===== config.mk =====
export PLATFORM = sky130hd
export DESIGN_NAME = vme_reg_slave
export DESIGN_NICKNAME = d
export VERILOG_FILES = /design/src/rtl/vme_slave_pkg.sv /design/src/rtl/vme_sync.sv /design/src/rtl/vme_cycle_ctrl.sv /design/src/rtl/vme_regfile.sv /design/src/rtl/vme_reg_slave.sv
export SDC_FILE = /design/constraint.sdc
export NUM_CORES = 1
export LEC_CHECK = 0
export BUFFER_PORTS_ARGS = -buffer_cell sky130_fd_sc_hd__buf_2
export CAP_MARGIN = 20
export CORE_MARGIN = 5
export CORE_UTILIZATION = 45
export DETAILED_ROUTE_END_ITERATION = 8
export PLACE_DENSITY_LB_ADDON = 0.12
export SLEW_MARGIN = 5
export SYNTH_ARGS = -nofsm -noshare
export SYNTH_HDL_FRONTEND = slang
export SYNTH_SLANG_ARGS = --single-unit

===== constraint.sdc =====
create_clock -name clk -period 3.01 [get_ports clk]
set_input_delay 0.602 -clock clk [delete_from_list [all_inputs] [get_ports clk]]
set_output_delay 0.602 -clock clk [all_outputs]
set_load 0.02 [all_outputs]

===== src/rtl/vme_slave_pkg.sv =====
package vme_slave_pkg;

  typedef enum logic [1:0] {SP_NONE, SP_A32, SP_A24, SP_A16} space_e;

  function automatic space_e am_space(input logic [5:0] am);
    case (am)
      6'h09, 6'h0D: return SP_A32;
      6'h39, 6'h3D: return SP_A24;
      6'h29, 6'h2D: return SP_A16;
      default:      return SP_NONE;
    endcase
  endfunction

  function automatic logic base_hit(input space_e sp, input logic [31:10] a,
                                    input logic [21:0] base);
    case (sp)
      SP_A32:  return a[31:10] == base;
      SP_A24:  return a[23:10] == base[13:0];
      SP_A16:  return a[15:10] == base[5:0];
      default: return 1'b0;
    endcase
  endfunction

  function automatic logic [3:0] lane_enables(input logic d32, input logic ds1_n,
                                              input logic ds0_n, input logic a1);
    if (d32) return 4'b1111;
    if (!a1) return {~ds1_n, ~ds0_n, 2'b00};
    return {2'b00, ~ds1_n, ~ds0_n};
  endfunction

  function automatic logic [31:0] spread_write(input logic [31:0] d, input logic d32);
    return d32 ? d : {d[15:0], d[15:0]};
  endfunction

  function automatic logic [31:0] place_read(input logic [31:0] w, input logic d32,
                                             input logic a1);
    if (d32) return w;
    return a1 ? {16'h0, w[15:0]} : {16'h0, w[31:16]};
  endfunction

  function automatic logic [31:0] merge_bytes(input logic [31:0] old_w,
                                              input logic [31:0] new_w,
                                              input logic [3:0] be);
    logic [31:0] r;
    for (int b = 0; b < 4; b++)
      r[b*8 +: 8] = be[b] ? new_w[b*8 +: 8] : old_w[b*8 +: 8];
    return r;
  endfunction

endpackage


===== src/rtl/vme_sync.sv =====
module vme_sync #(
  parameter int W = 1
) (
  input  logic         clk,
  input  logic         rst_n,
  input  logic [W-1:0] d,
  output logic [W-1:0] q
);
  logic [W-1:0] meta_q;

  always_ff @(posedge clk or negedge rst_n) begin
    if (!rst_n) begin
      meta_q <= '1;
      q      <= '1;
    end else begin
      meta_q <= d;
      q      <= meta_q;
    end
  end
endmodule


===== src/rtl/vme_cycle_ctrl.sv =====
module vme_cycle_ctrl (
  input  logic clk,
  input  logic rst_n,
  input  logic as_s,
  input  logic ds0_s,
  input  logic ds1_s,
  input  logic write_s,
  input  logic iackin_s,
  input  logic iack_n,
  input  logic hit,
  input  logic iack_match,
  output logic access_stb,
  output logic iack_stb,
  output logic dtack_n,
  output logic iackout_n,
  output logic data_oe
);
  typedef enum logic [1:0] {ST_IDLE, ST_ACK, ST_PASS} st_e;
  st_e  state_q;
  logic strobe_on, pass_go;

  always_comb begin
    strobe_on  = !as_s && (!ds0_s || !ds1_s);
    access_stb = (state_q == ST_IDLE) && strobe_on && iack_n && hit;
    iack_stb   = (state_q == ST_IDLE) && strobe_on && !iack_n && !iackin_s && iack_match;
    pass_go    = (state_q == ST_IDLE) && strobe_on && !iack_n && !iackin_s && !iack_match;
  end

  always_ff @(posedge clk or negedge rst_n) begin
    if (!rst_n) begin
      state_q   <= ST_IDLE;
      dtack_n   <= 1'b1;
      iackout_n <= 1'b1;
      data_oe   <= 1'b0;
    end else begin
      case (state_q)
        ST_IDLE: begin
          if (access_stb || iack_stb) begin
            state_q <= ST_ACK;
            dtack_n <= 1'b0;
            data_oe <= iack_stb || write_s;
          end else if (pass_go) begin
            state_q   <= ST_PASS;
            iackout_n <= 1'b0;
          end
        end
        ST_ACK: begin
          if (ds0_s && ds1_s) begin
            state_q <= ST_IDLE;
            dtack_n <= 1'b1;
            data_oe <= 1'b0;
          end
        end
        default: begin
          if (as_s || iackin_s) begin
            state_q   <= ST_IDLE;
            iackout_n <= 1'b1;
          end
        end
      endcase
    end
  end
endmodule


===== src/rtl/vme_regfile.sv =====
module vme_regfile
  import vme_slave_pkg::*;
#(
  parameter int NREGS = 8
) (
  input  logic        clk,
  input  logic        rst_n,
  input  logic        access_stb,
  input  logic        iack_stb,
  input  logic        wr_en,
  input  logic [7:0]  word_idx,
  input  logic [3:0]  be,
  input  logic [31:0] wdata,
  input  logic        d32,
  input  logic        a1,
  input  logic        irq_event,
  output logic [31:0] rdata,
  output logic [2:0]  level,
  output logic        ien,
  output logic        pending
);
  localparam int IW = (NREGS > 1) ? $clog2(NREGS) : 1;

  logic [31:0]   mem [NREGS];
  logic          in_range;
  logic [IW-1:0] lo;
  logic [31:0]   rd_word;

  assign in_range = (32'(word_idx) < NREGS);
  assign lo       = word_idx[IW-1:0];
  assign level    = mem[0][2:0];
  assign ien      = mem[0][3];

  always_comb begin
    rd_word = '0;
    if (in_range) rd_word = mem[lo];
    if (in_range && lo == '0) rd_word = {pending, 27'b0, mem[0][3:0]};
  end

  always_ff @(posedge clk or negedge rst_n) begin
    if (!rst_n) begin
      for (int i = 0; i < NREGS; i++) mem[i] <= '0;
      pending <= 1'b0;
      rdata   <= '0;
    end else begin
      for (int i = 0; i < NREGS; i++)
        if (access_stb && wr_en && in_range && lo == IW'(i))
          mem[i] <= merge_bytes(mem[i], wdata, be) & ((i == 0) ? 32'h0000_000F : 32'hFFFF_FFFF);
      if (access_stb && !wr_en) rdata <= place_read(rd_word, d32, a1);
      if (iack_stb) rdata <= mem[1];
      pending <= irq_event || (pending && !access_stb);
    end
  end
endmodule


===== src/rtl/vme_reg_slave.sv =====
module vme_reg_slave
  import vme_slave_pkg::*;
#(
  parameter int          NREGS      = 8,
  parameter bit          USE_JUMPER = 1'b1,
  parameter logic [21:0] FIXED_BASE = 22'h15AC1
) (
  input  logic        clk,
  input  logic        rst_n,
  input  logic        as_n,
  input  logic        ds0_n,
  input  logic        ds1_n,
  input  logic        write_n,
  input  logic        lword_n,
  input  logic [5:0]  am,
  input  logic [31:1] addr,
  input  logic [31:0] data_in,
  output logic [31:0] data_out,
  output logic        data_oe,
  output logic        dtack_n,
  input  logic        iack_n,
  input  logic        iackin_n,
  output logic        iackout_n,
  output logic [7:1]  irq_n,
  input  logic [21:0] jumper_base,
  input  logic        irq_event
);
  logic        as_s, ds1_s, ds0_s, write_s, iackin_s;
  logic [21:0] base_w;
  space_e      space_w;
  logic        hit_w, d32_w, irq_active_w, iack_match_w;
  logic [3:0]  be_w;
  logic        access_stb, iack_stb;
  logic [2:0]  level_w;
  logic        ien_w, pending_w;

  vme_sync #(.W(5)) u_sync (
    .clk(clk), .rst_n(rst_n),
    .d({as_n, ds1_n, ds0_n, write_n, iackin_n}),
    .q({as_s, ds1_s, ds0_s, write_s, iackin_s})
  );

  generate
    if (USE_JUMPER) begin : g_jumper
      assign base_w = jumper_base;
    end else begin : g_fixed
      assign base_w = FIXED_BASE;
    end
  endgenerate

  assign space_w      = am_space(am);
  assign hit_w        = base_hit(space_w, addr[31:10], base_w);
  assign d32_w        = !lword_n && !ds0_n && !ds1_n;
  assign be_w         = lane_enables(d32_w, ds1_n, ds0_n, addr[1]);
  assign irq_active_w = pending_w && ien_w && (level_w != 3'd0);
  assign iack_match_w = irq_active_w && (addr[3:1] == level_w);

  vme_cycle_ctrl u_ctrl (
    .clk(clk), .rst_n(rst_n),
    .as_s(as_s), .ds0_s(ds0_s), .ds1_s(ds1_s), .write_s(write_s),
    .iackin_s(iackin_s), .iack_n(iack_n),
    .hit(hit_w), .iack_match(iack_match_w),
    .access_stb(access_stb), .iack_stb(iack_stb),
    .dtack_n(dtack_n), .iackout_n(iackout_n), .data_oe(data_oe)
  );

  vme_regfile #(.NREGS(NREGS)) u_regs (
    .clk(clk), .rst_n(rst_n),
    .access_stb(access_stb), .iack_stb(iack_stb), .wr_en(!write_s),
    .word_idx(addr[9:2]), .be(be_w), .wdata(spread_write(data_in, d32_w)),
    .d32(d32_w), .a1(addr[1]), .irq_event(irq_event),
    .rdata(data_out), .level(level_w), .ien(ien_w), .pending(pending_w)
  );

  generate
    for (genvar g = 1; g <= 7; g++) begin : g_irq
      assign irq_n[g] = !(irq_active_w && (level_w == 3'(g)));
    end
  endgenerate
endmodule


==> run metrics, run 1 <==
outcome=completed; Synth Area in XOR/XNOR=0.0158; synth cell count leaders=dfrtp_1, mux2_2, nand2_1; Max clock buf depth=3; worst path required time=3.44 ns; area post-placement=15000 µm²; fin crit period=between 2 and 3 ns; Congestion Overflow GR=0; Worst Hold Class=in2reg; Post-CTS Setup Inserts=0; Synth Area in Simple Gates=0.0793; Antenna Cells=0; most frequent cell after synthesis=dfrtp_1; Post-synth ARST share=1.00; CP startpoint=addr[8]; Worst Skew=about 0.0054 ns; P&R area growth vs syn=21.5%; CP Launch Type=primary input; Synth area leader=dfrtp_1; Final Wtd Congestion=0.847; Worst VDD drop=0.495 mV; CTS tree=yes; CTS H-tree lvls=1; worst reg2reg path startpoint=u_ctrl.state_q[1]; worst slew pin tran=1.02 ns; Final Max Tran Viols=0; 1st-iter DRT viols=between 500 and 600; post-route ant nets=0; Max-Cap Viols=0; Chip Height=approximately 180 µm; share of cells above drive strength 1=0.460; vias in the first global route=between 9k and 10k; Yosys cell types=58; first-pass GRT wire length=about 57000 µm; RSZ-0062 raised after global routing=false; largest family of logic cells by synthesized area=multiplexers; Final Non-Filler Cells=between 1.5k and 2k; final worst-path cycle share=0.961; Post-synth EDFFs=0; clock root buffer=clkbuf_16; clock slew at reported path FFs=~0.060 ns; area of the multi-input gates=about 6000 µm²; WL/cell=22.0 µm; crit end category=register; adder-cell share of the synthesized area=0; total die area=about 33000 µm²; Design Area, Final=16100 µm²; Total Wirelength=36100 µm; CP Class=in2reg; top post-synthesis cells by area=dfrtp_1, mux2_2, mux4_2; # IOs=between 100 and 150; yosys warns=0; initial antenna violation count=0; TritonRoute pass-1 iters=5; CTS Sinks=276; Arr. time, crit path=roughly 3.3 ns; DRC=0; via count=9351; placed cell count=approximately 1.6k; worst hold slack=between 0.15 and 0.2 ns; #FFs+latches synth=between 200 and 300; Filler cells=roughly 2.5k; P_leak=between 7 and 8 nW; Reg area=between 6000 and 7000 µm²; power per cell area=520 nW/µm²; # setup viols final=0; hold path start=iackin_n; core area=29400 µm²; slew margin rel.=0.315; CTS buffer count=30; synthesized cell area=~13000 µm²; Final HPWL DP=around 25000 µm; Post-synth top flop=dfrtp_1; largest net degree at the start of global routing=70; Max Fclk=around 350 MHz; Synth top area share=0.497; Mapped Cells=between 1k and 1.5k; final core utilization=0.549; Nets=approximately 1.3k; crit-path max FO=8; Seq/Total Area, Yosys=0.521; post-synthesis compound-gate area fraction=0.0833; GR Util All Layers=0.218; Die Width=approximately 180 µm; worst-skew pair later-pin latency=~0.55 ns; Post-Syn Nets=1141; FP Rows=63; Hold Fails Final Rpt=0; post-synthesis mux area share=0.280; Mean Syn Cell Area=around 13 µm²; port bufs=around 140; vias per cell=approximately 5.7; initial core utilization=0.452
cell families (layout without fill, tap and decap cells):
family,Yosys count,in the layout
multiplexers,302,302
flip-flops,276,276
XOR/XNOR,24,24
AO/OA/AOI/OAI,159,159
buffers and inverters,66,279
AND/OR/NAND/NOR,213,213
placed cells by master, fill, tap and decap left out, types with 4 or more instances in the layout:
master	synthesis	routed
dfrtp_1	264	264
mux2_2	245	239
buf_2	1	139
nand2_1	72	72
buf_4	0	62
nor2_1	56	56
a21oi_1	44	44
clkbuf_16	0	31
a22oi_1	25	25
mux4_2	25	25
mux2_4	16	22
a221oi_1	19	19
xor2_1	16	16
mux2i_1	16	16
nand3_1	14	14
a211oi_1	14	14
nor3_1	15	14
o22ai_1	13	13
buf_12	0	13
dfstp_2	12	12
a2bb2oi_1	10	10
xnor2_1	8	8
inv_1	7	7
and4_1	7	7
clkbuf_8	0	7
bufinv_16	0	7
clkbuf_1	48	7
nand3b_1	6	6
nand4_1	6	6
nor4_1	6	6
nor2b_1	7	6
o21ai_0	6	6
o21a_1	6	6
nor3_2	3	4
or3_1	4	4
clkinv_2	0	4
worst paths after layout:
check | end | slack (ns) | cells after the start
max in group asynchronous | u_regs.mem[166] | 1.69 | 3
hold / removal | u_sync.meta_q[0] | 0.15 | 1
min in group asynchronous | u_regs.mem[75] | 0.57 | 2
setup / recovery | u_regs.mem[200] | 0.12 | 9
setup reg to reg | u_regs.rdata[5] | 0.32 | 9
hold reg to reg | u_sync.q[3] | 0.35 | 0
power by group:
| group | switching (mW) | leakage, nW | total, mW | internal, mW |
|---|---|---|---|---|
| clock network | 1.49 | 0.555 | 4.13 | 2.65 |
| registers | 0.00785 | 3.81 | 3.74 | 3.73 |
| logic | 0.342 | 3.54 | 0.516 | 0.174 |
critical path: stages:
cell and delay, ns:
buf_2 0.09, or4_4 0.53, or2_4 0.24, or4_1 0.45
or3_1 0.42, buf_4 0.21, nor4_4 0.26, buf_12 0.18
mux2_2 0.33
registers in the layout, indices dropped and copies added (netlist names):
register / count
u_ctrl.data_oe: 1
u_ctrl.dtack_n: 1
u_ctrl.iackout_n: 1
u_ctrl.state_q: 2
u_regs.ien: 1
u_regs.level: 3
u_regs.mem: 224
u_regs.pending: 1
u_regs.rdata: 32
u_sync.meta_q: 5
u_sync.q: 5
layout make-up:
class,count,share of cell area
Sequential cell,276,0.429
Multi-Input combinational cell,698,0.380
Timing Repair Buffer,216,0.0896
Clock buffer,45,0.0557
Tap cell,390,0.0302
Clock inverter,11,0.0143
Inverter,7,0.00163
per-stage QoR:
step	setup TNS [ns]	total power [mW]	setup WS [ns]
2_1_floorplan	-12.94	4.02	-0.309
3_3_place_gp	-21.43	4.32	-0.416
3_5_place_dp	-22.36	4.33	-0.433
4_1_cts	0	8.48	0.146
5_1_grt	0	8.68	0.0346
6_report	0	8.39	0.118
layer usage:
| layer | track usage | up-vias | part of all wire |
|---|---|---|---|
| li1 | - | 4262 | - |
| met1 | 0.312 | 4785 | 0.45 |
| met2 | 0.362 | 255 | 0.48 |
| met3 | 0.0292 | 49 | 0.052 |
| met4 | 0.0426 | 0 | 0.016 |
| met5 | 0 | - | 0 |
what timing repair did:
| action | in CTS | in global routing |
|---|---|---|
| endpoints found under the setup margin | 0 | 0 |
| hold buffers | 1 | 0 |
| gates resized for setup | 0 | 0 |
| hold endpoints to repair | 51 | 0 |
(Power assumes the default switching activity.)
==> run 2, diff against run 1 <==
--- a/config.mk
+++ b/config.mk
@@ -5,7 +5,7 @@
 export SDC_FILE = /design/constraint.sdc
 export NUM_CORES = 1
 export LEC_CHECK = 0
-export BUFFER_PORTS_ARGS = -buffer_cell sky130_fd_sc_hd__buf_2
+export BUFFER_PORTS_ARGS = -buffer_cell sky130_fd_sc_hd__buf_4
 export CAP_MARGIN = 20
 export CORE_MARGIN = 5
 export CORE_UTILIZATION = 45
==> run 2 against run 1 <==
Wire length grew 3.0%. Sequential power about the same. Clock-buffer cell count is 2 lower. Via count rose by 1.2%. Critical path depth is 2 lower. Core utilization is 1.1 points higher. Total power fell by 2.1%. Maximum frequency down 0.46%. Worst setup slack got worse by 0.013 ns.
==> run metrics, run 2 (same netlist as run 1, synthesis figures left out) <==
Chip Height=182 µm (unchanged); 1st-iter DRT viols=708 (+36%); core area=29400 µm² (unchanged); # setup viols final=0 (unchanged); Clk pwr share=0.476 (-0.017); Int Power=6.35 mW (-3.1%); Hold Path Stages=1 (unchanged); commonest cells after routing, fill and taps aside=dfrtp_1, mux2_2, buf_4; worst-skew pair later-pin latency=0.56 ns (about the same); Worst VDD drop=0.565 mV (+14%); port bufs=141 (unchanged); fin crit period=2.90 ns (+0.0133 ns); via count=9462 (+1.2%); clock root buffer=clkbuf_16; initial core utilization=0.452 (unchanged); Slowest-stage cell, CP=or4_4; worst hold slack=0.143 ns (-0.00933 ns); Regs by FF count=u_regs.mem: 224 flops, u_regs.rdata: 32 flops; final setup margin=0.105 ns (-0.0133 ns); worst reg2reg path startpoint=u_ctrl.state_q[1]; final worst-path cycle share=0.965 (+0.00442); R2R depth=7 (-2); dpl ws=-0.455 ns (-0.0215 ns); Final HPWL DP=25800 µm (+1.4%); FP Rows=63 (unchanged); share of power burned in registers=0.456 (+0.010); total die area=33100 µm² (unchanged); WL/cell=22.7 µm (+3.0%); largest register by flop count=u_regs.mem; post-route ant nets=0 (unchanged); CP Class=in2reg; CTS-repair resized insts=0 (unchanged); Final Non-Filler Cells=1643 (unchanged); Antenna Cells=0 (unchanged); Congestion Overflow GR=0 (unchanged); Top cell by count, worst path=or4_4; hold path start=write_n; CTS buffer count=30 (unchanged); # IOs=143 (unchanged); Worst Hold Class=in2reg; area post-placement=15400 µm² (+2.6%); vias in the first global route=9814 (+1.6%); largest net degree at the start of global routing=73 (+4.3%); Die Width=182 µm (unchanged); Hold Fails Final Rpt=0 (unchanged); worst slew pin tran=1.09 ns (+0.0666 ns); Combinational Power Share=0.068 (+0.006); P&R area growth vs syn=23.9%; CTS H-tree lvls=1 (unchanged); worst path required time=3.44 ns (about the same); first-pass GRT wire length=59000 µm (+2.9%); Final Max Tran Viols=0 (unchanged); Total Wirelength=37200 µm (+3.0%); Hold Crit Endpoint=u_sync.meta_q[1]; slew margin rel.=0.270 (-0.0446); max reg flops=224 (unchanged); CP Launch Type=primary input; Design Area, Final=16500 µm² (+2.0%); clock slew at reported path FFs=0.06 ns (about the same); Max-Cap Viols=0 (unchanged); vias per cell=5.76 (+1.2%); share of cells above drive strength 1=0.463 (+0.00239); CTS tree=yes; Worst R2R Setup Slack=0.49 ns (+0.17 ns); P_leak=8.00 nW (+1.1%); net load switching power=1.86 mW (+1.2%); Final Wtd Congestion=0.819 (-3.4%); Worst Skew=0.0187 ns (+0.0133 ns); GR Util All Layers=0.226 (+0.00768); Max Fclk=344 MHz (-0.46%); critical path's top delay family=simple AND/OR/NAND/NOR gates; Arr. time, crit path=3.34 ns (+0.02 ns); placed cell count=1588 (+0.13%); Bufs and invs on worst path=1 (-2); TritonRoute pass-1 iters=5 (unchanged); CTS Sinks=276 (unchanged); crit-path max FO=8 (unchanged); outcome=completed; crit end category=register; power per cell area=499 nW/µm² (-4.0%); RSZ-0062 raised after global routing=false; crit-path cells=buf_4, or4_4, or2_4, or4_1, or3_1, or4_4, mux2_4; Nets=1332 (+0.15%); Worst R2R End=u_regs.rdata[0]; slowest stage delay, CP=0.64 ns (+0.11 ns); most common cell after layout, fill and taps aside=dfrtp_1; DRC=0 (unchanged); Max clock buf depth=3 (unchanged); switch share=0.226 (+0.00749); initial antenna violation count=0 (unchanged)
## run 2: how the worst max path moves through the flow
stage | endpoint | start | cells past startpoint | slack [ns]
2_1_floorplan | u_regs.mem[104] | addr[8] | 8 | -0.31
3_3_place_gp | u_regs.mem[108] | addr[8] | 7 | -0.44
3_5_place_dp | u_regs.mem[105] | addr[8] | 7 | -0.45
4_1_cts | u_regs.mem[111] | addr[8] | 7 | 0.13
5_1_grt | u_regs.mem[207] | addr[8] | 9 | 0.06
6_report | u_regs.mem[111] | addr[8] | 7 | 0.11
## run 2: power groups by stage
stage / registers (mW) / logic [mW] / clock network [mW]
after global routing: 3.74 / 0.616 / 4.15
after CTS: 3.74 / 0.567 / 4.00
final: 3.74 / 0.561 / 3.91
after global placement: 3.80 / 0.562 / 0
after detailed placement: 3.81 / 0.564 / 0
after floorplan: 3.81 / 0.214 / 0
## run 2: layout make-up
cell class / instances / area (µm²)
Inverter: 7 / 26.3
Fill cell: 2508 / 12900
Clock inverter: 11 / 159
Sequential cell: 276 / 6920
Tap cell: 390 / 488
Clock buffer: 43 / 901
Multi-Input combinational cell: 698 / 6130
Timing Repair Buffer: 218 / 1830
## run 2: what timing repair did
action	in CTS	in global routing
hold buffers	1	0
hold endpoints to repair	46	0
setup buffers	0	0
## run 2: routing by layer
metal  vias up  GRT usage  routed length, µm  part of all wire
li1       4281          -                  -                 -
met2       276      0.371              18000              0.48
met3        63     0.0308               1860             0.050
met5         -          0                  0                 0
met4         0     0.0594                922             0.025
met1      4842      0.318              16400              0.44
## run 2: through the flow
stage	setup TNS (ns)	power, mW	utilization
after floorplan	-12.94	4.02	-
after global placement	-21.20	4.37	0.523
after detailed placement	-21.73	4.37	0.523
after CTS	0	8.30	0.560
after global routing	0	8.50	0.560
final	0	8.21	0.560
